==> config.mk <==
export PLATFORM = sky130hd
export DESIGN_NAME = proc_status_irq
export DESIGN_NICKNAME = d
export VERILOG_FILES = /design/src/rtl/psi_pkg.sv /design/src/rtl/psi_sync.sv /design/src/rtl/psi_detect.sv /design/src/rtl/psi_regs.sv /design/src/rtl/proc_status_irq.sv
export SDC_FILE = /design/constraint.sdc
export NUM_CORES = 1
export LEC_CHECK = 0
export ABC_AREA = 0
export BUFFER_PORTS_ARGS = -buffer_cell sky130_fd_sc_hd__buf_4
export CORE_UTILIZATION = 40
export DETAILED_ROUTE_END_ITERATION = 8
export PLACE_DENSITY = 0.64
export SLEW_MARGIN = 10
export SYNTH_ARGS = -nofsm -noshare
export SYNTH_HDL_FRONTEND = slang
export SYNTH_SLANG_ARGS = --single-unit
==> constraint.sdc <==
create_clock -name clk_i -period 1.9 [get_ports clk_i]
set_clock_uncertainty 0.15 [all_clocks]
set_input_delay 0.095 -clock clk_i [delete_from_list [all_inputs] [get_ports clk_i]]
set_output_delay 0.095 -clock clk_i [all_outputs]
set_load 0.03 [all_outputs]
==> src/rtl/psi_pkg.sv <==
package psi_pkg;
   localparam int unsigned GRP_CNT = 4;
   localparam int unsigned GRP_RST  = 0;
   localparam int unsigned GRP_BOOT = 1;
   localparam int unsigned GRP_HEV  = 2;
   localparam int unsigned GRP_WDOG = 3;
   // Quiet level of each group's input, one bit per group
   localparam logic [GRP_CNT-1:0] GRP_IDLE = 4'b0011;
   localparam logic [1:0] BANK_STAT = 2'd0;
   localparam logic [1:0] BANK_PEND = 2'd1;
   localparam logic [1:0] BANK_MASK = 2'd2;
endpackage

==> src/rtl/psi_sync.sv <==
module psi_sync #(
   parameter int unsigned WIDTH   = 10,
   parameter int unsigned STAGES  = 2,
   parameter logic [WIDTH-1:0] RST_VAL = '0
) (
   input  logic             clk_i,
   input  logic             rst_ni,
   input  logic [WIDTH-1:0] d_i,
   output logic [WIDTH-1:0] q_o
);
   if (STAGES < 2) begin : g_bad_stages
      $error("psi_sync: STAGES must be at least 2");
   end

   logic [STAGES-1:0][WIDTH-1:0] chain_q;

   always_ff @(posedge clk_i or negedge rst_ni) begin
      if (!rst_ni) begin
         chain_q <= {STAGES{RST_VAL}};
      end else begin
         chain_q[0] <= d_i;
         for (int s = 1; s < STAGES; s++) chain_q[s] <= chain_q[s-1];
      end
   end

   assign q_o = chain_q[STAGES-1];
endmodule

==> src/rtl/psi_detect.sv <==
module psi_detect
   import psi_pkg::*;
#(
   parameter int unsigned N_LANE        = 10,
   parameter int unsigned ARM_CYC       = 3,
   parameter bit          WDOG_ANY_EDGE = 1'b0
) (
   input  logic                            clk_i,
   input  logic                            rst_ni,
   input  logic [GRP_CNT-1:0][N_LANE-1:0]  sync_i,
   output logic [GRP_CNT-1:0][N_LANE-1:0]  evt_o
);
   localparam int unsigned CNT_W = $clog2(ARM_CYC + 1);

   logic [GRP_CNT-1:0][N_LANE-1:0] prev_q;
   logic [CNT_W-1:0]               arm_cnt_q;
   logic                           armed;
   logic [GRP_CNT-1:0][N_LANE-1:0] raw_evt;

   always_ff @(posedge clk_i or negedge rst_ni) begin
      if (!rst_ni) begin
         arm_cnt_q <= '0;
         for (int g = 0; g < GRP_CNT; g++) prev_q[g] <= {N_LANE{GRP_IDLE[g]}};
      end else begin
         prev_q <= sync_i;
         if (!armed) arm_cnt_q <= arm_cnt_q + 1'b1;
      end
   end

   assign armed = (arm_cnt_q == CNT_W'(ARM_CYC));

   // Reset entry counts only when the lane is not booting
   assign raw_evt[GRP_RST]  = prev_q[GRP_RST] & ~sync_i[GRP_RST] & sync_i[GRP_BOOT];
   assign raw_evt[GRP_BOOT] = prev_q[GRP_BOOT] ^ sync_i[GRP_BOOT];
   assign raw_evt[GRP_HEV]  = prev_q[GRP_HEV] ^ sync_i[GRP_HEV];

   if (WDOG_ANY_EDGE) begin : g_wdog_both
      assign raw_evt[GRP_WDOG] = prev_q[GRP_WDOG] ^ sync_i[GRP_WDOG];
   end else begin : g_wdog_rise
      assign raw_evt[GRP_WDOG] = ~prev_q[GRP_WDOG] & sync_i[GRP_WDOG];
   end

   assign evt_o = armed ? raw_evt : '0;
endmodule

==> src/rtl/psi_regs.sv <==
module psi_regs
   import psi_pkg::*;
#(
   parameter int unsigned N_LANE = 10,
   parameter int unsigned DATA_W = 32,
   parameter int unsigned ADDR_W = 8
) (
   input  logic                            clk_i,
   input  logic                            rst_ni,
   input  logic                            cyc_i,
   input  logic                            stb_i,
   input  logic                            we_i,
   input  logic [ADDR_W-1:0]               adr_i,
   input  logic [DATA_W-1:0]               dat_i,
   output logic [DATA_W-1:0]               dat_o,
   output logic                            ack_o,
   input  logic [GRP_CNT-1:0][N_LANE-1:0]  stat_i,
   input  logic [GRP_CNT-1:0][N_LANE-1:0]  evt_i,
   output logic [GRP_CNT-1:0][N_LANE-1:0]  pend_o,
   output logic [GRP_CNT-1:0][N_LANE-1:0]  mask_o
);
   logic                           access, wr, in_range;
   logic [1:0]                     bank;
   logic [1:0]                     grp;
   logic [GRP_CNT-1:0][N_LANE-1:0] clr, hold;
   logic [N_LANE-1:0]              sel_vec;
   logic [DATA_W-1:0]              rd_val;
   logic [DATA_W-1:0]              rdat_q;
   logic                           ack_q;
   logic [GRP_CNT-1:0][N_LANE-1:0] pend_q, mask_q;
   logic                           unused_bits;

   assign unused_bits = ^{dat_i[DATA_W-1:N_LANE], adr_i[1:0]};

   assign access   = cyc_i & stb_i & ~ack_q;
   assign wr       = access & we_i;
   assign in_range = (adr_i[ADDR_W-1:6] == '0) && (adr_i[5:4] != 2'd3);
   assign bank     = adr_i[5:4];
   assign grp      = adr_i[3:2];

   for (genvar g = 0; g < GRP_CNT; g++) begin : g_grp
      assign clr[g]  = (wr && in_range && bank == BANK_PEND && grp == 2'(g))
                       ? dat_i[N_LANE-1:0] : '0;
      assign hold[g] = pend_q[g] & ~clr[g];

      always_ff @(posedge clk_i or negedge rst_ni) begin
         if (!rst_ni) begin
            pend_q[g] <= '0;
            mask_q[g] <= '0;
         end else begin
            pend_q[g] <= hold[g] | evt_i[g];
            if (wr && in_range && bank == BANK_MASK && grp == 2'(g))
               mask_q[g] <= dat_i[N_LANE-1:0];
         end
      end

      p_pend_set_r3: assert property (@(posedge clk_i) disable iff (!rst_ni)
         (|evt_i[g]) |=> ((pend_q[g] & $past(evt_i[g])) == $past(evt_i[g])));
      p_pend_hold_r6: assert property (@(posedge clk_i) disable iff (!rst_ni)
         ((pend_q[g] & $past(hold[g])) == $past(hold[g])));
   end

   always_comb begin
      case (bank)
         BANK_STAT: sel_vec = stat_i[grp];
         BANK_PEND: sel_vec = pend_q[grp];
         default:   sel_vec = mask_q[grp];
      endcase
      rd_val = '0;
      if (in_range) rd_val[N_LANE-1:0] = sel_vec;
   end

   always_ff @(posedge clk_i or negedge rst_ni) begin
      if (!rst_ni) begin
         ack_q  <= 1'b0;
         rdat_q <= '0;
      end else begin
         ack_q <= access;
         if (access && !we_i) rdat_q <= rd_val;
      end
   end

   assign dat_o  = rdat_q;
   assign ack_o  = ack_q;
   assign pend_o = pend_q;
   assign mask_o = mask_q;

   p_ack_pulse_r9: assert property (@(posedge clk_i) disable iff (!rst_ni)
      ack_q |=> !ack_q);
   p_ack_follows_r9: assert property (@(posedge clk_i) disable iff (!rst_ni)
      (cyc_i && stb_i && !ack_q) |=> ack_q);
endmodule

==> src/rtl/proc_status_irq.sv <==
module proc_status_irq
   import psi_pkg::*;
#(
   parameter int unsigned N_LANE        = 10,
   parameter int unsigned DATA_W        = 32,
   parameter int unsigned ADDR_W        = 8,
   parameter int unsigned SYNC_STAGES   = 2,
   parameter bit          WDOG_ANY_EDGE = 1'b0
) (
   input  logic              clk_i,
   input  logic              rst_ni,
   input  logic              wb_cyc_i,
   input  logic              wb_stb_i,
   input  logic              wb_we_i,
   input  logic [ADDR_W-1:0] wb_adr_i,
   input  logic [DATA_W-1:0] wb_dat_i,
   output logic [DATA_W-1:0] wb_dat_o,
   output logic              wb_ack_o,
   input  logic [N_LANE-1:0] cpu_rst_n_i,
   input  logic [N_LANE-1:0] cpu_boot_n_i,
   input  logic [N_LANE-1:0] cpu_hev_i,
   input  logic [N_LANE-1:0] cpu_wdog_i,
   output logic              irq_host_n_o,
   output logic              irq_fail_n_o
);
   localparam int unsigned ARM_CYC = SYNC_STAGES + 1;

   if (N_LANE >= DATA_W || N_LANE == 0) begin : g_bad_lanes
      $error("proc_status_irq: N_LANE must be 1..DATA_W-1");
   end
   if (ADDR_W < 7) begin : g_bad_addr
      $error("proc_status_irq: ADDR_W must be at least 7");
   end

   logic [GRP_CNT-1:0][N_LANE-1:0] raw, sync, evt, pend, mask;
   logic host_req, fail_req;
   logic irq_host_q, irq_fail_q;

   assign raw[GRP_RST]  = cpu_rst_n_i;
   assign raw[GRP_BOOT] = cpu_boot_n_i;
   assign raw[GRP_HEV]  = cpu_hev_i;
   assign raw[GRP_WDOG] = cpu_wdog_i;

   for (genvar g = 0; g < GRP_CNT; g++) begin : g_sync
      psi_sync #(
         .WIDTH  (N_LANE),
         .STAGES (SYNC_STAGES),
         .RST_VAL({N_LANE{GRP_IDLE[g]}})
      ) u_sync (
         .clk_i (clk_i),
         .rst_ni(rst_ni),
         .d_i   (raw[g]),
         .q_o   (sync[g])
      );
   end

   psi_detect #(
      .N_LANE       (N_LANE),
      .ARM_CYC      (ARM_CYC),
      .WDOG_ANY_EDGE(WDOG_ANY_EDGE)
   ) u_detect (
      .clk_i (clk_i),
      .rst_ni(rst_ni),
      .sync_i(sync),
      .evt_o (evt)
   );

   psi_regs #(
      .N_LANE(N_LANE),
      .DATA_W(DATA_W),
      .ADDR_W(ADDR_W)
   ) u_regs (
      .clk_i (clk_i),
      .rst_ni(rst_ni),
      .cyc_i (wb_cyc_i),
      .stb_i (wb_stb_i),
      .we_i  (wb_we_i),
      .adr_i (wb_adr_i),
      .dat_i (wb_dat_i),
      .dat_o (wb_dat_o),
      .ack_o (wb_ack_o),
      .stat_i(sync),
      .evt_i (evt),
      .pend_o(pend),
      .mask_o(mask)
   );

   assign host_req = |((pend[GRP_BOOT] & mask[GRP_BOOT]) | (pend[GRP_HEV] & mask[GRP_HEV]));
   assign fail_req = |((pend[GRP_RST] & mask[GRP_RST]) | (pend[GRP_WDOG] & mask[GRP_WDOG]));

   always_ff @(posedge clk_i or negedge rst_ni) begin
      if (!rst_ni) begin
         irq_host_q <= 1'b1;
         irq_fail_q <= 1'b1;
      end else begin
         irq_host_q <= ~host_req;
         irq_fail_q <= ~fail_req;
      end
   end

   assign irq_host_n_o = irq_host_q;
   assign irq_fail_n_o = irq_fail_q;

   p_host_masked_r7: assert property (@(posedge clk_i) disable iff (!rst_ni)
      !irq_host_n_o |-> $past(|(mask[GRP_BOOT] | mask[GRP_HEV])));
   p_fail_masked_r7: assert property (@(posedge clk_i) disable iff (!rst_ni)
      !irq_fail_n_o |-> $past(|(mask[GRP_RST] | mask[GRP_WDOG])));
endmodule

== Word-level counts from Yosys, hierarchy flattened ==
Index checks and enable logic that the tools add are counted.
Cells by class
  $add $sub $neg: 1
  magnitude comparators: 1
  equal/unequal tests: 7
  muxes and demuxes: 13
  bitwise operators: 31
  reductions and logical operators: 19
Operator list (number)
  $and A10 B10 Y10: 11
  $mux W10: 8
  $bmux W10 S2: 3
  $not A10 Y10: 6
  $or A10 B10 Y10: 6
  $mux W40: 1
  $pmux W10 S2: 1
  $reduce_or A10 Y1: 2
  $xor A10 B10 Y10: 2
  $logic_and A1 B1 Y1: 13
  $eq A2 B2 Y1 const B: 4
  $logic_not A2 Y1: 3
  $eq A2 B1 Y1 const B: 2
  $and A1 B1 Y1: 3
  $lt A2 B3 Y1 const B: 1
  $not A1 Y1: 3
  $add A2 B1 Y2 const B: 1
  $ne A2 B2 Y1 const B: 1
  $logic_not A1 Y1: 1
Word-level totals
  register bits: 215
  output and inout bits: 35

== Logic depth before layout (Yosys ltp) ==
Gate-level depths: netlist of the first run.
  depth after elaboration: 10
  depth in mapped cells: 7
  gate-level depth less buffers: 4

== By module ==
A second synthesis of the first run with hierarchy kept.
Unflattened totals
  cell total of the unflattened synthesis: 614
  area, all modules: 8963.6 sq um
By module, submodules not included
  psi_regs: times used 1, cells an instance 356, area each 4698.3 sq um, seq. area each 2277.2 sq um
  psi_detect: times used 1, cells an instance 110, area each 1617.8 sq um, seq. area each 1076.0 sq um
  psi_sync at g_sync[0].u_sync ...: times used 2, cells an instance 30, area each 600.6 sq um, seq. area each 525.5 sq um
  psi_sync at g_sync[2].u_sync ...: times used 2, cells an instance 30, area each 575.6 sq um, seq. area each 500.5 sq um
  proc_status_irq: times used 1, cells an instance 28, area each 295.3 sq um, seq. area each 52.6 sq um

== Worst setup path after synthesis of the first run ==
Ideal clock, no wire load.
  path type: flip-flop to flip-flop
  from: register u_regs.ack_q (netlist: u_regs.ack_o)
  to: register u_regs.mask_q, in the netlist u_regs.mask_o[0]
  arrival time: 1.705 ns
  data required time: 1.625 ns
  slack: -0.080 ns
  cell stages (with the launch flop): 6
  cells stage by stage: dfrtp_1 and3b_1 nand4_4 or3_1 buf_6 mux2_4
Between the ends
  cells in the longest elaborated chain, start to end: 6
Ends and longest elaborated chain
  start, declared: RTL line psi_regs.sv:29  | logic ack_q;
  start signal, assigned: RTL line psi_regs.sv:78  | ack_q <= access;
  $not A1 Y1: RTL line psi_regs.sv:35  | assign access = cyc_i & stb_i & ~ack_q;
  $and A1 B1 Y1: RTL line psi_regs.sv:35
  via u_regs.access: RTL line psi_regs.sv:22  | logic access, wr, in_range;
  $and A1 B1 Y1: RTL line psi_regs.sv:36  | assign wr = access & we_i;
  $logic_and A1 B1 Y1 (3 in series): RTL line psi_regs.sv:52  | if (wr && in_range && bank == BANK_MASK && grp == 2'(g))
  end signal, assigned by index: RTL line psi_regs.sv:53  | mask_q[g] <= dat_i[N_LANE-1:0];
  end, declared: RTL line psi_regs.sv:30  | logic [GRP_CNT-1:0][N_LANE-1:0] pend_q, mask_q;
The timed path passes the listed nets, and every way through them passes these cells.
A chain may end at the register's enable or synchronous reset.

== Worst setup path after layout of the first run ==
  from: register u_regs.ack_q (netlist: u_regs.ack_o)
  to: register u_regs.mask_q, in the netlist u_regs.mask_o[14]
The elaborated chain is that of the path after synthesis.

==> results_dict.tcl, run 1 <==
set metrics [dict create \
    cts_buffers 24 \
    die-height_um 148.0 \
    min_path_cells 2 \
    pin_count 120 \
    clk_pin_slew_worst_paths_ps 60 \
    h-tree-depth 1 \
    hpwl_mm 13.29 \
    cpPeakStageDelay_ps 400 \
    rsz0062_at_grt "true" \
    grt.busiest_layer "met2" \
    avgRoutedWirePerCell_um 19.88 \
    drv_cap 0 \
    regArea_sq_um 5459 \
    arrival_ps 2170 \
    port_buffers 73 \
    slew_headroom_pct 66.54 \
    yosysTopAreaCell "dfrtp_1" \
    pwr_density_cell_nw_per_um2 936.5 \
    synth_top_area_share_pct 44.92 \
    critical_path_class "register to register" \
    seq_area_frac_synth_pct 64.03 \
    row_count 53 \
    grt_max_degree 58 \
    clock-root-buffer "clkbuf_16" \
    synthArstFlopShare_pct 100.0 \
    clkSinkCount 215 \
    coreArea_sq_um 20960 \
    cp.depth 6 \
    antenna_found_initial 0 \
    use_met2_pct 30.40 \
    fmax_mhz 520.3 \
    worstRegToRegCells 6 \
    critPathMostFrequentCell "buf_6" \
    synthCells 551 \
    startpoint_type "register" \
    period_minus_slack_ps 1922 \
    ys.flop_type "dfrtp_1" \
    path_buf_inv 2 \
    dp_slack_ps -64.87 \
    cts_tree "built" \
    dr_total_vias 5357 \
    viasPerCell 5.278 \
    cts_buffer_depth 3 \
    drive_above_1_share_pct 40.95 \
    place.gp.congestion 0.8405 \
    min_period_over_period_pct 101.2 \
    min_path_type "primary input to register" \
    status "complete, but fails checks" \
    ys_warn_count 0 \
    post-route-drc-count 0 \
    fillers 1746 \
    grt_pass1_vias 5711 \
    cp_cell_sequence "and3b_2 -> nand4_4 -> buf_6 -> nor3_4 -> buf_6 -> mux2_2" \
    yosysUniqueCellTypes 52 \
    critical_path.slowest_cell "dfrtp_2" \
    finish.utilization_pct 53.13 \
    die_area_sq_um 21900 \
    globalRouteOverflowTotal 0 \
    final_area_sq_um 11130 \
    hold_ws_ps 73.35 \
    layout_setup_ws_ps -22.00 \
    setup-violations-final 7 \
    grt_use_total_pct 19.16 \
    worstSetupEndpointType "register" \
    worst_pin_slew_ps 501.9 \
    critical_path_peak_fanout 5 \
    detail_route.first_pass.iterations 4 \
    routed_wirelength_mm 20.18 \
    worstPathRequired_ps 2150 \
    hold_viol 0 \
    failed_checks "setup timing" \
    tns_ps -50.31 \
    area_growth_pct 30.62 \
    diodes 0 \
    ir_drop_mv 0.5914 \
    use_met1_pct 27.07 \
    drv_slew 0 \
    synth-seq-cells 215 \
    initial_core_util_pct 40.67 \
    grt_pass1_wl_mm 32.45 \
    worstSkewPairLatency_ps 510 \
    postPlaceCellArea_sq_um 9567 \
    synth_edf_count 0 \
    path_delay_family "simple AND/OR/NAND/NOR gates" \
    syn_area_sq_um 8523 \
    drt_iter0_drc 357 \
    drtAntennaViolNets 0 \
    layout.nets 808 \
    multi_input_area_sq_um 2923 \
    p_leak_uw 0.004765 \
    yosys-top-cells-area "dfrtp_1 45%, dfstp_2 19%, mux4_2 7.4%" \
    die_x_um 148.0 \
    grt.met3_usage_pct 3.302 \
    synth.avg_cell_area_sq_um 15.47 \
]
==> path summary, 6_finish.rpt <==
kind                                                       start                                    end  slack [ps]
max                                       u_regs.ack_o$_DFF_PN0_          u_regs.mask_o[14]$_DFFE_PN0P_         -20
min                                                 cpu_hev_i[0]  g_sync[2].u_sync.chain_q[0]$_DFF_PN0_          70
max reg2reg                               u_regs.ack_o$_DFF_PN0_          u_regs.mask_o[14]$_DFFE_PN0P_         -20
min reg2reg                g_sync[2].u_sync.chain_q[0]$_DFF_PN0_      g_sync[2].u_sync.q_o[0]$_DFF_PN0_         190
max in group asynchronous                                 rst_ni           u_detect.prev_q[1]$_DFF_PN1_         410
min in group asynchronous                                 rst_ni  g_sync[3].u_sync.chain_q[5]$_DFF_PN0_         500
==> per-stage QoR <==
step           total power (uW)  cells
6_report                  10430   1015
3_3_place_gp               5810    910
4_1_cts                   10550   1014
5_1_grt                   10830   1015
3_5_place_dp               5833    910
2_1_floorplan              5443    572
==> synth_stat cells (all sizes together), types with 2 or more instances <==
library cell	n
dfrtp	153
dfstp	62
mux2	43
buf	37
nor2b	30
mux4	28
a221o	26
nand2	23
xor2	20
nand4	13
clkbuf	12
nand3	12
a22oi	11
a32o	10
o2bb2ai	9
a21oi	6
a221oi	6
a22o	6
mux2i	6
inv	5
nor2	5
o21ai	4
a211oi	2
nor3	2
or3	2
==> worst reg2reg max path: cells and delay by family, from the launching register on <==
kind	cells	cell delay (ps)
flip-flops	1	400
multiplexers	1	350
buffers and inverters	2	340
AND/OR/NAND/NOR	3	580
==> cell families after synthesis <==
kind of cell             Yosys count  share of synthesized area (%)
other                              1                        0.04400
XOR/XNOR                          21                          2.158
AO/OA/AOI/OAI                     87                          8.955
multiplexers                      77                          14.22
buffers and inverters             54                          3.787
AND/OR/NAND/NOR                   95                          6.650
flip-flops                       215                          64.03
adder cells (fa/ha/maj)            1                         0.1468
==> layout by cell type (no fill, tap or decap), drive strengths merged, types with 9 or more instances in the layout <==
cell           n
dfrtp        153
buf          114
dfstp         62
dlygate4sd3   58
mux2          43
clkbuf        38
nor2b         30
mux4          28
a221o         26
nand2         23
conb          22
xor2          20
nand4         13
nand3         12
a22oi         11
a32o          10
o2bb2ai        9
==> layout make-up <==
cell class	instances	share of cell area, %
tap	275	3.091
inverter	5	0.1686
sequential	215	49.03
clock inverter	7	0.4608
timing repair buffer	173	14.17
clock buffer	37	6.822
multi-input combinational	303	26.25
==> routing by layer <==
layer	routed length, um	up-vias	share of wire [%]
met2	9623	162	48
met3	1038	39	5.1
met5	0	-	0
met4	512	0	2.5
met1	9004	2798	45
li1	-	2358	-
==> power breakdown <==
| part | internal [uW] | switching (uW) |
|---|---|---|
| clock | 2750 | 1820 |
| sequential | 4840 | 116 |
| combinational | 426 | 482 |
==> registers in the layout (all words and copies together), names as in the netlist <==
name                   count
u_regs.ack_o               1
u_regs.mask_o             40
u_regs.dat_o              10
g_sync.u_sync.q_o         40
g_sync.u_sync.chain_q     40
u_detect.prev_q           40
irq_host_n_o               1
u_detect.arm_cnt_q         2
u_regs.pend_o             40
irq_fail_n_o               1
==> timing repair <==
action,4_1_cts,5_1_grt
pin swaps,2,9
buffers inserted,1,1
gates resized for setup,9,34
hold endpoints to repair,295,0
hold buffers,58,0
cloned,1,0
setup endpoints to repair,26,59
Power figures use the tool's default switching activity.
==> inputs of run 2 (changes only) <==
Settings changed: PLACE_DENSITY 0.64 to 0.71, TNS_END_PERCENT set to 50.
==> run 2 against run 1 <==
The run ends with hold timing, setup timing left; highest routed layer unchanged; combinational power barely moved; core utilization barely moved; sequential share of layout area barely moved; fmax fell by 0.33%; count of clock-buffer cells in the layout fell by 1; global-route usage rose by 0.12 points; total power rose by 0.63%; die area did not move; worst hold slack got worse by 84 ps; worst setup slack got worse by 6.3 ps.
==> results_dict.tcl, run 2 (synthesized netlist as in run 1, its figures left out) <==
set metrics [dict create \
    dr_total_vias 5432 \
    initial_core_util_pct 40.67 \
    failed_checks "hold timing, setup timing" \
    drv_slew 0 \
    finish.utilization_pct 53.08 \
    worstRegToRegCells 5 \
    die_x_um 148.0 \
    drive_above_1_share_pct 40.59 \
    met1_length_mm 8.507 \
    dp.cells 913 \
    fillers 1738 \
    critical_path_class "register to register" \
    coreArea_sq_um 20960 \
    p_total_uw 10490 \
    detail_route.first_pass.iterations 5 \
    arrival_ps 2160 \
    highest_layer "met4" \
    hold_viol 10 \
    drtAntennaViolNets 0 \
    globalRouteOverflowTotal 0 \
    grt_pass1_vias 5842 \
    post-route-drc-count 0 \
    worstSkewPairLatency_ps 510 \
    row_count 53 \
    pin_count 120 \
    layout_setup_ws_ps -28.33 \
    die_area_sq_um 21900 \
    clkSinkCount 215 \
    startpoint_type "register" \
    fin_cells 1019 \
    period_minus_slack_ps 1928 \
    grt_max_degree 63 \
    hpwl_mm 13.43 \
    slew_headroom_pct 64.82 \
    worst_pin_slew_ps 527.7 \
    worstSetupEndpointType "register" \
    route.met2.wl_mm 9.902 \
    fmax_mhz 518.6 \
    r2r_end "u_regs.mask_o[1]$_DFFE_PN0P_" \
    drt_iter0_drc 434 \
    port_buffers 73 \
    route.met3.wl_mm 1.398 \
    worstReg2RegStart "u_regs.ack_o$_DFF_PN0_" \
    dp_slack_ps -60.59 \
    area_growth_pct 30.51 \
    cts_buffer_depth 3 \
    hold_ws_ps -10.61 \
    min_period_over_period_pct 101.5 \
    clk_pin_slew_worst_paths_ps 60 \
    setup-violations-final 15 \
    viasPerCell 5.331 \
    pwr_density_cell_nw_per_um2 943.3 \
    antenna_found_initial 0 \
    cts_buffers 24 \
    min_path_type "primary input to asynchronous set/reset pin" \
    clock-root-buffer "clkbuf_16" \
    layout_common_cells "152 x dfrtp_1, 101 x buf_4, 62 x dfstp_2, 58 x dlygate4sd3_1, 30 x nor2b_1" \
    crit_start "u_regs.ack_o$_DFF_PN0_" \
    layout.nets 812 \
    critical_path_peak_fanout 5 \
    die-height_um 148.0 \
    avgRoutedWirePerCell_um 19.99 \
    cts_tree "built" \
    diodes 0 \
    grt_pass1_wl_mm 32.64 \
    drv_cap 0 \
    h-tree-depth 1 \
    ir_drop_mv 0.6013 \
    rrSetupSlack_ps -30 \
    routed_wirelength_mm 20.37 \
    final_common_cell "dfrtp_1" \
    worstPathRequired_ps 2130 \
    grt_use_total_pct 19.29 \
    status "complete, but fails checks" \
    place.gp.congestion 0.8315 \
    rsz0062_at_grt "true" \
    p_leak_uw 0.004770 \
]
[run 2: changes by cell type in the layout (fill, tap and decap cells not counted), sizes merged]
cell | before | now
clkinv | 5 | 6
bufinv | 0 | 2
clkinvlp | 2 | 0
buf | 114 | 118
clkbuf | 38 | 37
[run 2: through the flow]
stage               area (sq um)  TNS (ps)
global route               11120     -1289
CTS                        11060         0
detailed placement          9589    -822.0
global placement            9589    -309.7
finish                     11120    -160.6
floorplan                   8605    -254.9
[run 2: worst max path at each step]
stage | endpoint | depth (start not counted)
6_report | u_regs.mask_o[1]$_DFFE_PN0P_ | 5
5_1_grt | u_regs.mask_o[18]$_DFFE_PN0P_ | 6
4_1_cts | u_regs.mask_o[20]$_DFFE_PN0P_ | 5
3_5_place_dp | u_regs.pend_o[16]$_DFF_PN0_ | 6
3_3_place_gp | u_regs.pend_o[12]$_DFF_PN0_ | 6
2_1_floorplan | u_regs.mask_o[0]$_DFFE_PN0P_ | 5
[run 2: worst max-delay path, cell delays in order (launching register included)]
cell and delay [ps]:
dfrtp_2 400, and3b_2 270, nand4_4 140, or3_4 380, buf_6 160, mux2_4 300
[run 2: cell type report]
type | instances | area (sq um) | area share (%)
sequential | 215 | 5459 | 49.08
clock inverter | 8 | 97.59 | 0.8774
tap | 275 | 344.1 | 3.093
multi-input combinational | 303 | 2900 | 26.07
clock buffer | 36 | 706.9 | 6.355
inverter | 5 | 18.77 | 0.1687
timing repair buffer | 177 | 1597 | 14.35
[run 2: power by group]
group	switching [uW]	total, uW	internal [uW]	leakage (uW)
Sequential	119	4960	4840	0.00242
Clock	1790	4630	2840	0.000397
Combinational	482	907	424	0.00195
Total	2390	10500	8100	0.00477
[run 2: layer usage]
layer  vias to the layer above  global-route usage [%]
li1                       2367                       -
met1                      2783                   25.66
met2                       231                   31.97
met3                        51                   3.148
met4                         0                   6.856
met5                         -                       0
[run 2: timing repair]
action                     4_1_cts  5_1_grt
gates resized for setup         15       16
gates cloned                     1        0
hold endpoints to repair       290        0
setup endpoints to repair       34       54
pin swaps                        3       10
hold buffers                    58        0
setup buffers                    3        0
